File: config.mk
export PLATFORM = sky130hd
export DESIGN_NAME = tri_chan_timer
export DESIGN_NICKNAME = d
export VERILOG_FILES = /design/src/rtl/tmr_pkg.sv /design/src/rtl/tmr_prescaler.sv /design/src/rtl/tmr_channel.sv /design/src/rtl/tri_chan_timer.sv
export SDC_FILE = /design/constraint.sdc
export NUM_CORES = 1
export LEC_CHECK = 0
export CORE_MARGIN = 5
export CORE_UTILIZATION = 65
export DETAILED_ROUTE_END_ITERATION = 12
export PLACE_DENSITY = 0.85
export SLEW_MARGIN = 30
export SYNTH_ARGS = -nofsm -noshare
export SYNTH_HDL_FRONTEND = slang
export SYNTH_SLANG_ARGS = --single-unit
File: constraint.sdc
create_clock -name clk -period 14.96 [get_ports clk]
set_input_delay 2.244 -clock clk [delete_from_list [all_inputs] [get_ports clk]]
set_output_delay 2.244 -clock clk [all_outputs]
set_load 0.05 [all_outputs]
File: src/rtl/tmr_pkg.sv
package tmr_pkg;
  // Address map (byte offsets); per-channel offsets advance by CH_STRIDE.
  localparam logic [7:0] CLK_CTL_OFF  = 8'h00;
  localparam logic [7:0] CH_CFG_BASE  = 8'h10;
  localparam logic [7:0] CH_CMD_BASE  = 8'h18;
  localparam logic [7:0] CH_RLD_BASE  = 8'h20;
  localparam logic [7:0] CH_CNT_BASE  = 8'h28;
  localparam logic [7:0] CH_STRIDE    = 8'h20;
  localparam logic [7:0] IEN_CLR_OFF  = 8'hF0;
  localparam logic [7:0] IEN_SET_OFF  = 8'hF4;
  localparam logic [7:0] IST_OFF      = 8'hFC;

  // Field positions
  localparam int SUSP_BIT    = 4;
  localparam int DIV_LSB     = 8;
  localparam int CFG_UP_BIT  = 1;
  localparam int CFG_OS_BIT  = 3;
  localparam int CFG_EXT_BIT = 4;
  localparam int CMD_GO_BIT  = 0;
  localparam int CMD_HLT_BIT = 1;
  localparam int CMD_LD_BIT  = 2;

  typedef struct packed {
    logic ext;      // count on the prescaled step pulse
    logic oneshot;  // stop after one terminal event
    logic up;       // count upward from 0 to reload
  } chan_cfg_t;

  function automatic logic [7:0] ch_addr(input logic [7:0] base, input int idx);
    return base + 8'(idx) * CH_STRIDE;
  endfunction
endpackage

File: src/rtl/tmr_prescaler.sv
module tmr_prescaler #(
  parameter int DIV_W = 8
) (
  input  logic             clk,
  input  logic             rst_n,
  input  logic [DIV_W-1:0] div_i,
  input  logic             freeze_i,
  output logic             tick_o
);
  logic [DIV_W-1:0] pc_q, pc_d;
  logic [DIV_W:0]   pc_inc;

  always_comb begin
    pc_inc = {1'b0, pc_q} + 1'b1;
    tick_o = !freeze_i && (pc_inc >= {1'b0, div_i});
    if (freeze_i)    pc_d = pc_q;
    else if (tick_o) pc_d = '0;
    else             pc_d = pc_inc[DIV_W-1:0];
  end

  always_ff @(posedge clk or negedge rst_n) begin
    if (!rst_n) pc_q <= '0;
    else        pc_q <= pc_d;
  end

  // with a divider of 2 or more, two pulses never fall on adjacent clocks
  p_tick_spacing_r7: assert property (@(posedge clk) disable iff (!rst_n)
    (tick_o && div_i >= 2) |=> (!tick_o || div_i != $past(div_i)));
endmodule

File: src/rtl/tmr_channel.sv
module tmr_channel
  import tmr_pkg::*;
#(
  parameter int CNT_W = 32
) (
  input  logic             clk,
  input  logic             rst_n,
  input  logic             cfg_wr,
  input  chan_cfg_t        cfg_wdata,
  input  logic             cmd_wr,
  input  logic             cmd_go,
  input  logic             cmd_halt,
  input  logic             cmd_load,
  input  logic             rld_wr,
  input  logic [CNT_W-1:0] rld_wdata,
  input  logic             tick_i,
  input  logic             freeze_i,
  output chan_cfg_t        cfg_o,
  output logic [CNT_W-1:0] reload_o,
  output logic [CNT_W-1:0] count_o,
  output logic             expire_o
);
  chan_cfg_t        cfg_q, cfg_d;
  logic [CNT_W-1:0] rld_q, rld_d, cnt_q, cnt_d;
  logic             run_q, run_d, pend_q, pend_d;
  logic             step, at_end;

  always_comb begin
    step     = !freeze_i && (cfg_q.ext ? tick_i : 1'b1);
    at_end   = cfg_q.up ? (cnt_q == rld_q) : (cnt_q == '0);
    expire_o = step && !pend_q && run_q && at_end;

    cfg_d = cfg_wr ? cfg_wdata : cfg_q;
    rld_d = rld_wr ? rld_wdata : rld_q;

    cnt_d = cnt_q;
    if (step && pend_q) begin
      cnt_d = cfg_q.up ? '0 : rld_q;
    end else if (step && run_q) begin
      if (at_end) begin
        if (!cfg_q.oneshot) cnt_d = cfg_q.up ? '0 : rld_q;
      end else begin
        cnt_d = cfg_q.up ? cnt_q + 1'b1 : cnt_q - 1'b1;
      end
    end

    run_d = run_q;
    if (cmd_wr) begin
      if (cmd_halt)    run_d = 1'b0;
      else if (cmd_go) run_d = 1'b1;
    end else if (expire_o && cfg_q.oneshot) begin
      run_d = 1'b0;
    end

    pend_d = pend_q;
    if (cmd_wr && cmd_load) pend_d = 1'b1;
    else if (step)          pend_d = 1'b0;
  end

  always_ff @(posedge clk or negedge rst_n) begin
    if (!rst_n) begin
      cfg_q  <= '0;
      rld_q  <= '1;
      cnt_q  <= '0;
      run_q  <= 1'b0;
      pend_q <= 1'b0;
    end else begin
      cfg_q  <= cfg_d;
      rld_q  <= rld_d;
      cnt_q  <= cnt_d;
      run_q  <= run_d;
      pend_q <= pend_d;
    end
  end

  assign cfg_o    = cfg_q;
  assign reload_o = rld_q;
  assign count_o  = cnt_q;

  // a one-shot terminal event leaves the channel stopped
  p_oneshot_stops_r3: assert property (@(posedge clk) disable iff (!rst_n)
    (expire_o && cfg_q.oneshot && !cmd_wr) |=> !run_q);

  // frozen cycles never move the count
  p_freeze_holds_r10: assert property (@(posedge clk) disable iff (!rst_n)
    freeze_i |=> $stable(cnt_q));

  // a pending down-count load restores the reload value on the step
  p_load_restart_r5: assert property (@(posedge clk) disable iff (!rst_n)
    (step && pend_q && !cfg_q.up) |=> (cnt_q == $past(rld_q)));

  // a continuous down-count terminal event wraps to the reload value
  p_down_wrap_r2: assert property (@(posedge clk) disable iff (!rst_n)
    (expire_o && !cfg_q.oneshot && !cfg_q.up) |=> (cnt_q == $past(rld_q)));
endmodule

File: src/rtl/tri_chan_timer.sv
module tri_chan_timer
  import tmr_pkg::*;
#(
  parameter int NCH   = 3,
  parameter int CNT_W = 32,
  parameter int DIV_W = 8
) (
  input  logic        clk,
  input  logic        rst_n,
  input  logic        halt_i,
  input  logic [7:0]  bus_addr,
  input  logic [31:0] bus_wdata,
  input  logic        bus_wr,
  input  logic        bus_rd,
  output logic [31:0] bus_rdata,
  output logic        irq_o
);
  localparam int IRQ_SPAN = 2 * NCH;

  // Reset: asynchronous assertion, synchronous release
  logic [1:0] rs_q;
  logic       rst_int_n;
  always_ff @(posedge clk or negedge rst_n) begin
    if (!rst_n) rs_q <= '0;
    else        rs_q <= {rs_q[0], 1'b1};
  end
  assign rst_int_n = rs_q[1];

  // Clock-control register
  logic             susp_q, susp_d;
  logic [DIV_W-1:0] div_q, div_d;
  logic             clk_ctl_wr, freeze, tick;

  assign clk_ctl_wr = bus_wr && (bus_addr == CLK_CTL_OFF);
  assign freeze     = susp_q && halt_i;

  always_comb begin
    susp_d = clk_ctl_wr ? bus_wdata[SUSP_BIT] : susp_q;
    div_d  = clk_ctl_wr ? bus_wdata[DIV_LSB +: DIV_W] : div_q;
  end

  always_ff @(posedge clk or negedge rst_int_n) begin
    if (!rst_int_n) begin
      susp_q <= 1'b0;
      div_q  <= '0;
    end else begin
      susp_q <= susp_d;
      div_q  <= div_d;
    end
  end

  tmr_prescaler #(.DIV_W(DIV_W)) u_presc (
    .clk      (clk),
    .rst_n    (rst_int_n),
    .div_i    (div_q),
    .freeze_i (freeze),
    .tick_o   (tick)
  );

  // Channels
  chan_cfg_t        cfg_arr [NCH];
  logic [CNT_W-1:0] rld_arr [NCH];
  logic [CNT_W-1:0] cnt_arr [NCH];
  logic [NCH-1:0]   expire;

  for (genvar i = 0; i < NCH; i++) begin : g_ch
    logic      cfg_wr, cmd_wr, rld_wr;
    chan_cfg_t cfg_w;
    assign cfg_wr = bus_wr && (bus_addr == ch_addr(CH_CFG_BASE, i));
    assign cmd_wr = bus_wr && (bus_addr == ch_addr(CH_CMD_BASE, i));
    assign rld_wr = bus_wr && (bus_addr == ch_addr(CH_RLD_BASE, i));
    assign cfg_w  = '{ext:     bus_wdata[CFG_EXT_BIT],
                      oneshot: bus_wdata[CFG_OS_BIT],
                      up:      bus_wdata[CFG_UP_BIT]};

    tmr_channel #(.CNT_W(CNT_W)) u_ch (
      .clk       (clk),
      .rst_n     (rst_int_n),
      .cfg_wr    (cfg_wr),
      .cfg_wdata (cfg_w),
      .cmd_wr    (cmd_wr),
      .cmd_go    (bus_wdata[CMD_GO_BIT]),
      .cmd_halt  (bus_wdata[CMD_HLT_BIT]),
      .cmd_load  (bus_wdata[CMD_LD_BIT]),
      .rld_wr    (rld_wr),
      .rld_wdata (bus_wdata[CNT_W-1:0]),
      .tick_i    (tick),
      .freeze_i  (freeze),
      .cfg_o     (cfg_arr[i]),
      .reload_o  (rld_arr[i]),
      .count_o   (cnt_arr[i]),
      .expire_o  (expire[i])
    );
  end

  // Interrupt banks: channel N at bit 2N
  logic [NCH-1:0] ien_q, ien_d, ist_q, ist_d;
  logic [NCH-1:0] ien_set, ien_clr, ist_clr;

  always_comb begin
    for (int k = 0; k < NCH; k++) begin
      ien_set[k] = bus_wr && (bus_addr == IEN_SET_OFF) && bus_wdata[2*k];
      ien_clr[k] = bus_wr && (bus_addr == IEN_CLR_OFF) && bus_wdata[2*k];
      ist_clr[k] = bus_wr && (bus_addr == IST_OFF)     && bus_wdata[2*k];
    end
    ien_d = (ien_q & ~ien_clr) | ien_set;
    ist_d = (ist_q & ~ist_clr) | expire;   // a new event beats a clear
  end

  always_ff @(posedge clk or negedge rst_int_n) begin
    if (!rst_int_n) begin
      ien_q <= '0;
      ist_q <= '0;
    end else begin
      ien_q <= ien_d;
      ist_q <= ist_d;
    end
  end

  assign irq_o = |(ist_q & ien_q);

  // Read mux
  always_comb begin
    bus_rdata = '0;
    if (bus_rd) begin
      if (bus_addr == CLK_CTL_OFF) begin
        bus_rdata[SUSP_BIT]            = susp_q;
        bus_rdata[DIV_LSB +: DIV_W]    = div_q;
      end
      if (bus_addr == IEN_SET_OFF)
        for (int k = 0; k < NCH; k++) bus_rdata[2*k] = ien_q[k];
      if (bus_addr == IST_OFF)
        for (int k = 0; k < NCH; k++) bus_rdata[2*k] = ist_q[k];
      for (int k = 0; k < NCH; k++) begin
        if (bus_addr == ch_addr(CH_CFG_BASE, k)) begin
          bus_rdata[CFG_UP_BIT]  = cfg_arr[k].up;
          bus_rdata[CFG_OS_BIT]  = cfg_arr[k].oneshot;
          bus_rdata[CFG_EXT_BIT] = cfg_arr[k].ext;
        end
        if (bus_addr == ch_addr(CH_RLD_BASE, k)) bus_rdata[CNT_W-1:0] = rld_arr[k];
        if (bus_addr == ch_addr(CH_CNT_BASE, k)) bus_rdata[CNT_W-1:0] = cnt_arr[k];
      end
    end
  end

  // a status bit only rises on its own channel's terminal event
  for (genvar i = 0; i < NCH; i++) begin : g_chk
    p_status_cause_r9: assert property (@(posedge clk) disable iff (!rst_int_n)
      $rose(ist_q[i]) |-> $past(expire[i]));
  end

  // the interrupt stays low while nothing enabled is pending
  p_irq_quiet_r9: assert property (@(posedge clk) disable iff (!rst_int_n)
    (ien_q == '0) |-> !irq_o);

  initial begin
    a_span_r9: assert (IRQ_SPAN <= 32);
  end
endmodule

# Word level (Yosys, flattened, before mapping)
# Index checks and enable logic that the tools add are counted.
[word_totals]
ff_bits = 232
input_bits = 45
output_inout_bits = 33
elab_cells = 198
[op_classes]
addsub = 7
magnitude_cmp = 1
n_eq_ne = 24
mux = 60
n_bitwise = 7
reduce_logical = 72
[ops]
columns = ["op", "count"]
rows = [
  ["two-way mux 32 bit", 25],
  ["adder 32 x 1 -> 32 bit (second input constant)", 3],
  ["equality test 32 bit", 3],
  ["zero test 32 bit", 3],
  ["subtractor 32 x 1 -> 32 bit (second input constant)", 3],
  ["equality test 8 x 7 -> 1 bit (second input constant)", 6],
  ["logical AND 1 bit", 48],
  ["equality test 8 x 6 -> 1 bit (second input constant)", 4],
  ["two-way mux 1 bit", 30],
  ["equality test 8 bit (second input constant)", 3],
  ["inequality test 3 bit (second input constant)", 6],
  ["nonzero test 2 bit", 9],
  ["equality test 8 x 5 -> 1 bit (second input constant)", 2],
  ["two-way mux 8 bit", 2],
  ["AND reduction 2 bit", 6],
  ["adder 8 x 1 -> 9 bit (second input constant)", 1],
  ["AND 3 bit", 3],
  [">= comparator 9 x 8 -> 1 bit", 1],
  ["zero test 8 bit", 1],
  ["two-way mux 2 bit", 3],
  ["inverter 3 bit", 2],
  ["OR 3 bit", 2],
  ["zero test 1 bit", 4],
  ["OR reduction 3 bit", 1],
]

# Logic depth before layout (Yosys ltp)
[depth]
ltp_word = 14
ltp_mapped = 15
ltp_nobuf = 13

# Modules after synthesis
# A second synthesis with hierarchy kept.
[hier_totals]
hier_cells = 2108
area_unflattened_um2 = 18914.4
[by_module_without_submodules]
columns = ["module", "n_inst", "cells_each", "area_each_um2", "seq_area_each_um2"]
rows = [
  ["tmr_channel at g_ch[0].u_ch", 1, 555, 5190.0, 1766.7],
  ["tmr_channel at g_ch[2].u_ch", 1, 561, 5183.7, 1766.7],
  ["tmr_channel at g_ch[1].u_ch", 1, 535, 4957.3, 1766.7],
  ["tri_chan_timer", 1, 369, 2770.2, 425.4],
  ["tmr_prescaler", 1, 88, 813.3, 200.2],
]

# Worst setup path before layout
# OpenSTA, ideal clock, no wires.
[synth_path]
path_type = "input to output"
start = "in bus_addr[1]"
end = "out bus_rdata[10]"
t_arrival_ps = 4415
required_time_ps = 12716
setup_slack_ps = 8301
path_stages = 6
n_path_buf = 1
cell_sequence = "nor3b_1 nand3_1 nor3_1 clkbuf_1 a222oi_1 a31oi_1"
[synth_between]
elab_chain_cells = 9
elab_cells_between_ends = 15
cone_classes = "eq/ne: 6; mux: 8; reduce/logical: 1"
[synth_rtl]
columns = ["element", "line_no", "source"]
rows = [
  ["from (decl)", "tri_chan_timer.sv:11", "input logic [7:0] bus_addr,"],
  ["zero test 8 bit", "tri_chan_timer.sv:126", "if (bus_addr == CLK_CTL_OFF) begin"],
  ["two-way mux 8 bit", "tri_chan_timer.sv:126", ""],
  ["two-way mux 32 bit", "tri_chan_timer.sv:140", "if (bus_addr == ch_addr(CH_RLD_BASE, k)) bus_rdata[CNT_W-1:0] = rld_arr[k];"],
  ["two-way mux 32 bit", "tri_chan_timer.sv:141", "if (bus_addr == ch_addr(CH_CNT_BASE, k)) bus_rdata[CNT_W-1:0] = cnt_arr[k];"],
  ["two-way mux 32 bit", "tri_chan_timer.sv:140", ""],
  ["two-way mux 32 bit", "tri_chan_timer.sv:141", ""],
  ["two-way mux 32 bit", "tri_chan_timer.sv:140", ""],
  ["two-way mux 32 bit (*)", "tri_chan_timer.sv:141", ""],
  ["two-way mux 32 bit (*)", "tri_chan_timer.sv:125", "if (bus_rd) begin"],
  ["to (decl)", "tri_chan_timer.sv:15", "output logic [31:0] bus_rdata,"],
]
# Mark *: on every way between the ends. The rest lies on a longest branch, timed or not.

# Final worst setup path
[layout_path]
start = "in bus_addr[5]"
end = "out bus_rdata[17]"
[layout_between]
elab_chain_cells = 8
elab_cells_between_ends = 13
cone_classes = "eq/ne: 6; mux: 7"
[layout_rtl]
columns = ["element", "line_no"]
rows = [
  ["equality test 8 x 6 -> 1 bit", "tri_chan_timer.sv:140"],
  ["two-way mux 32 bit", "tri_chan_timer.sv:140"],
  ["two-way mux 32 bit", "tri_chan_timer.sv:141"],
  ["two-way mux 32 bit", "tri_chan_timer.sv:140"],
  ["two-way mux 32 bit", "tri_chan_timer.sv:141"],
  ["two-way mux 32 bit", "tri_chan_timer.sv:140"],
  ["two-way mux 32 bit (*)", "tri_chan_timer.sv:141"],
  ["two-way mux 32 bit (*)", "tri_chan_timer.sv:125"],
]
# Marks and branches as above.

==> flow_summary_export.csv <==
group,metric,value,unit
run_status,status,"finished clean",
layout,final_common_cell,"sky130_fd_sc_hd__a21oi_1",
setup_path,worstReg2RegEnd,"g_ch[1].u_ch.count_o[28]$_DFFE_PN0P_",
timing,report.final.setup_viol,0,
timing,final.min_clock_period,7.93,ns
layout,area.growth.synth_to_final,11.7,%
synthesis,syn_avg_cell_area,9.15,um2
synthesis,synth.top_cell.area_share,19.8,%
synthesis,synth-edff-count,0,
synthesis,postSynth.topFlopCell,"sky130_fd_sc_hd__dfrtp_1",
synthesis,synth.area.top_cells,"sky130_fd_sc_hd__dfrtp_1 20%, sky130_fd_sc_hd__dfstp_2 15%, sky130_fd_sc_hd__ha_1 7.2%, sky130_fd_sc_hd__mux2_2 7.1%, sky130_fd_sc_hd__a21oi_1 7.0%",
routing,route.antenna.remaining_nets,0,
layout,final_layout_size_suffix_gt1_share,16.5,%
clocking,cts_buffers,27,
pwr,p_per_area,194,nW/um2
floorplanning,core.rowCount,59,
timing,finClkSkew,0.0223,ns
setup_path,reg2reg_depth,15,
timing,hold_violations,0,
timing,grt_setup_unrepaired,"no",
timing,drv_slew,0,
grt,gr-usage-met1,49.9,%
layout,postLayoutCellArea,19200,um2
timing,relSlewSlack,37.1,%
floorplanning,start_util,65.9,%
grt,grt_antenna_before_repair,0,
layout,layout.core_utilization,73.6,%
timing,timing.hold.ws,0.351,ns
setup_path,timing.critical_path.cells,"clkdlybuf4s50_1 > nand2b_1 > nor2_2 > buf_4 > nand2_1 > nand3_1 > o21ai_0 > a21oi_1 > clkdlybuf4s50_1",
synthesis,synth-seq-cells,232,
synthesis,yosys.area.top_type,"sky130_fd_sc_hd__dfrtp_1",
clocking,cts-htree-levels,1,
timing,postLayoutSetupSlackWorst,7.03,ns
timing,tns,0,ns
grt,top_usage_layer,"met2",
setup_path,worst_setup_path_start_kind,"primary input",
clocking,clk_path_buf_depth,3,
clocking,tritoncts_clock_tree,"done",
grt,globalRouteOverflowTotal,0,
synthesis,synth.distinct_cells,77,
routing,drt-pass1-iter-count,9,
setup_path,critical-path-max-stage-delay,0.87,ns
routing,avgRoutedWirePerCell,25.8,um
min_path,hp-class,"flip-flop to asynchronous set/reset pin",
setup_path,critical_path_launch_point,"bus_addr[5]",
place,dpl_cell_area,18300,um2
flow_run,max_cap_viol_count,0,
setup_path,cp.arrival,5.69,ns
grt,groute.layer.met3.usage,6.66,%
routing,route.detailed.drc,0,
grt,track_usage,38.0,%
timing,tightest_slew,0.941,ns
layout,nets,2067,
floorplanning,dieHeight,173,um
pwr,irDropWorstVdd,0.153,mV
setup_path,cpMostUsedCell,"sky130_fd_sc_hd__clkdlybuf4s50_1",
setup_path,cp_max_fo,22,
place,placement.setup.worst_slack,7.19,ns
clocking,clkSinkCount,232,
routing,average_vias_per_placed_instance,7.14,
layout,most-common-layout-cells,"237 x sky130_fd_sc_hd__a21oi_1, 135 x sky130_fd_sc_hd__dfrtp_1, 117 x sky130_fd_sc_hd__nor2_1",
setup_path,slowest_stage_cell_crit_path,"sky130_fd_sc_hd__clkdlybuf4s50_1",
setup_path,critical_path.endpoint,"bus_rdata[17]",
layout,antenna_cells,0,
setup_path,critical-path-top-delay-family,"buffers and inverters",
timing,post-route-period-util,53.0,%
clocking,root_buffer,"sky130_fd_sc_hd__clkbuf_16",
clocking,cts.repair_timing.setup_buffer_count,0,
place,detailedPlacementHpwl,42600,um
place,buffers_on_ports,77,
synthesis,synth-seq-area-share,34.5,%
synthesis,syn-cell-area,17200,um2
setup_path,crit_required,12.72,ns
clocking,ctsResizeCount,0,
clocking,hold_bufs_at_cts,0,
floorplanning,die-area,29800,um2
synthesis,post_synth_inst_count,1876,
setup_path,timing.critical_path.buf_inv,3,
place,gpl.final_weighted_congestion,1.01,
routing,via_count,16300,
setup_path,critical_path_type,"primary input to output pin",
setup_path,regToRegStartpoint,"g_ch[1].u_ch.cfg_o[0]$_DFFE_PN0P_",
grt,grt_start_max_net_pins,69,
routing,initialDrtViolationCount,2522,
setup_path,end_kind,"output pin",
timing,maxClockFrequency,0.126,GHz
clocking,insertion_delay,0.55,ns
grt,grt_first_pass_wirelength,91500,um
synthesis,synthesis.nets,2023,
synthesis,ys_warn_count,0,
setup_path,worstSetupPathDepth,9,
synthesis,async_flop_share,100,%
floorplanning,io_pins,78,
floorplanning,dieWidth,173,um
pwr,total_leakage_power,0.00758,uW
floorplanning,design.core.area,26100,um2
setup_path,setup.reg_to_reg.worst_slack,10.67,ns
grt,grt_use_met2,60.1,%
clocking,worst_setup_hold_path_clk_slew,0.06,ns
grt,vias_in_the_first_global_route,15800,
routing,routed_wl,58800,um
state kept, by name, summed over array words and instances (netlist names):
signal	count
g_ch.u_ch.count_o	96
g_ch.u_ch.cfg_o	9
g_ch.u_ch.run_q	3
u_presc.pc_q	8
g_ch.u_ch.reload_o	96
rs_q	2
susp_q	1
g_ch.u_ch.pend_q	3
ien_q	3
ist_q	3
div_q	8
routing by layer:
layer,share of wire (%),wire length (um),up-vias
li1,-,-,7135
met3,9.9,5820,221
met1,38,22300,7890
met2,45,26500,1007
met5,0,0,-
met4,7.1,4180,0
power by group:
group | internal [uW] | leakage [uW] | switching [uW]
logic | 893 | 0.00447 | 1080
clock network | 375 | 0.000431 | 272
registers | 777 | 0.00268 | 331
cell families (layout without fill, tap and decap cells):
kind of cell,after synthesis,count (layout),synth area share [%]
other,1,1,0.0218
muxes,114,114,7.45
AOI/OAI and AO/OA,619,619,23.5
and+or+nand+nor,487,487,14.7
xor gates and xnor gates,179,179,9.13
adders and majority gates,102,102,7.56
DFF,232,232,34.5
buffers and inverters,142,206,3.16
synth_stat cells (38+ instances only):
cell                       number
sky130_fd_sc_hd__a21o_1        51
sky130_fd_sc_hd__a21oi_1      240
sky130_fd_sc_hd__a22oi_1       88
sky130_fd_sc_hd__clkbuf_1      71
sky130_fd_sc_hd__dfrtp_1      136
sky130_fd_sc_hd__dfstp_2       96
sky130_fd_sc_hd__ha_1          99
sky130_fd_sc_hd__inv_1         54
sky130_fd_sc_hd__mux2_2       109
sky130_fd_sc_hd__nand2_1       99
sky130_fd_sc_hd__nand3_1       46
sky130_fd_sc_hd__nor2_1       121
sky130_fd_sc_hd__nor3b_1       65
sky130_fd_sc_hd__nor4_1        38
sky130_fd_sc_hd__o21ai_0       72
sky130_fd_sc_hd__xnor2_1      108
sky130_fd_sc_hd__xor2_1        71
final cells by class:
type,count,area [um2]
Clock inverter,8,46.3
Timing Repair Buffer,102,962
Tap cell,335,419
Multi-Input combinational cell,1502,10800
Clock buffer,41,818
Inverter,55,206
Sequential cell,232,5930
Fill cell,1945,6880
stage by stage:
stage          total power [uW]  cells
2_1_floorplan              2500   1876
3_3_place_gp               2940   2226
3_5_place_dp               3000   2226
4_1_cts                    3670   2275
5_1_grt                    3960   2275
6_report                   3720   2275
worst min path at each step:
stage                            startpoint                                   end  slack (ns)  cells after the start
after detailed placement  rs_q[0]$_DFF_PN0_                     rs_q[1]$_DFF_PN0_        0.34                      0
final                     rs_q[1]$_DFF_PN0_  g_ch[2].u_ch.count_o[29]$_DFFE_PN0P_        0.35                      0
after CTS                 rs_q[1]$_DFF_PN0_  g_ch[2].u_ch.count_o[29]$_DFFE_PN0P_        0.36                      0
after global placement    rs_q[0]$_DFF_PN0_                     rs_q[1]$_DFF_PN0_        0.34                      0
after global routing      rs_q[0]$_DFF_PN0_                     rs_q[1]$_DFF_PN0_        0.39                      0
after floorplan           rs_q[0]$_DFF_PN0_                     rs_q[1]$_DFF_PN0_        0.33                      0
worst register-to-register path, stage by stage (launching register included):
cell                       delay (ns)
sky130_fd_sc_hd__dfrtp_1         0.34
sky130_fd_sc_hd__buf_4           0.39
sky130_fd_sc_hd__inv_1           0.10
sky130_fd_sc_hd__buf_4           0.31
sky130_fd_sc_hd__ha_1            0.45
sky130_fd_sc_hd__a21o_1          0.14
sky130_fd_sc_hd__a21o_1          0.14
sky130_fd_sc_hd__a21oi_1         0.13
sky130_fd_sc_hd__o31ai_2         0.39
sky130_fd_sc_hd__a221o_1         0.31
sky130_fd_sc_hd__a21oi_1         0.17
sky130_fd_sc_hd__o41ai_2         0.63
sky130_fd_sc_hd__nor2_1          0.13
sky130_fd_sc_hd__nor4bb_1        0.31
sky130_fd_sc_hd__a41oi_1         0.07
sky130_fd_sc_hd__a31oi_1         0.20
(Power assumes the default switching activity.)
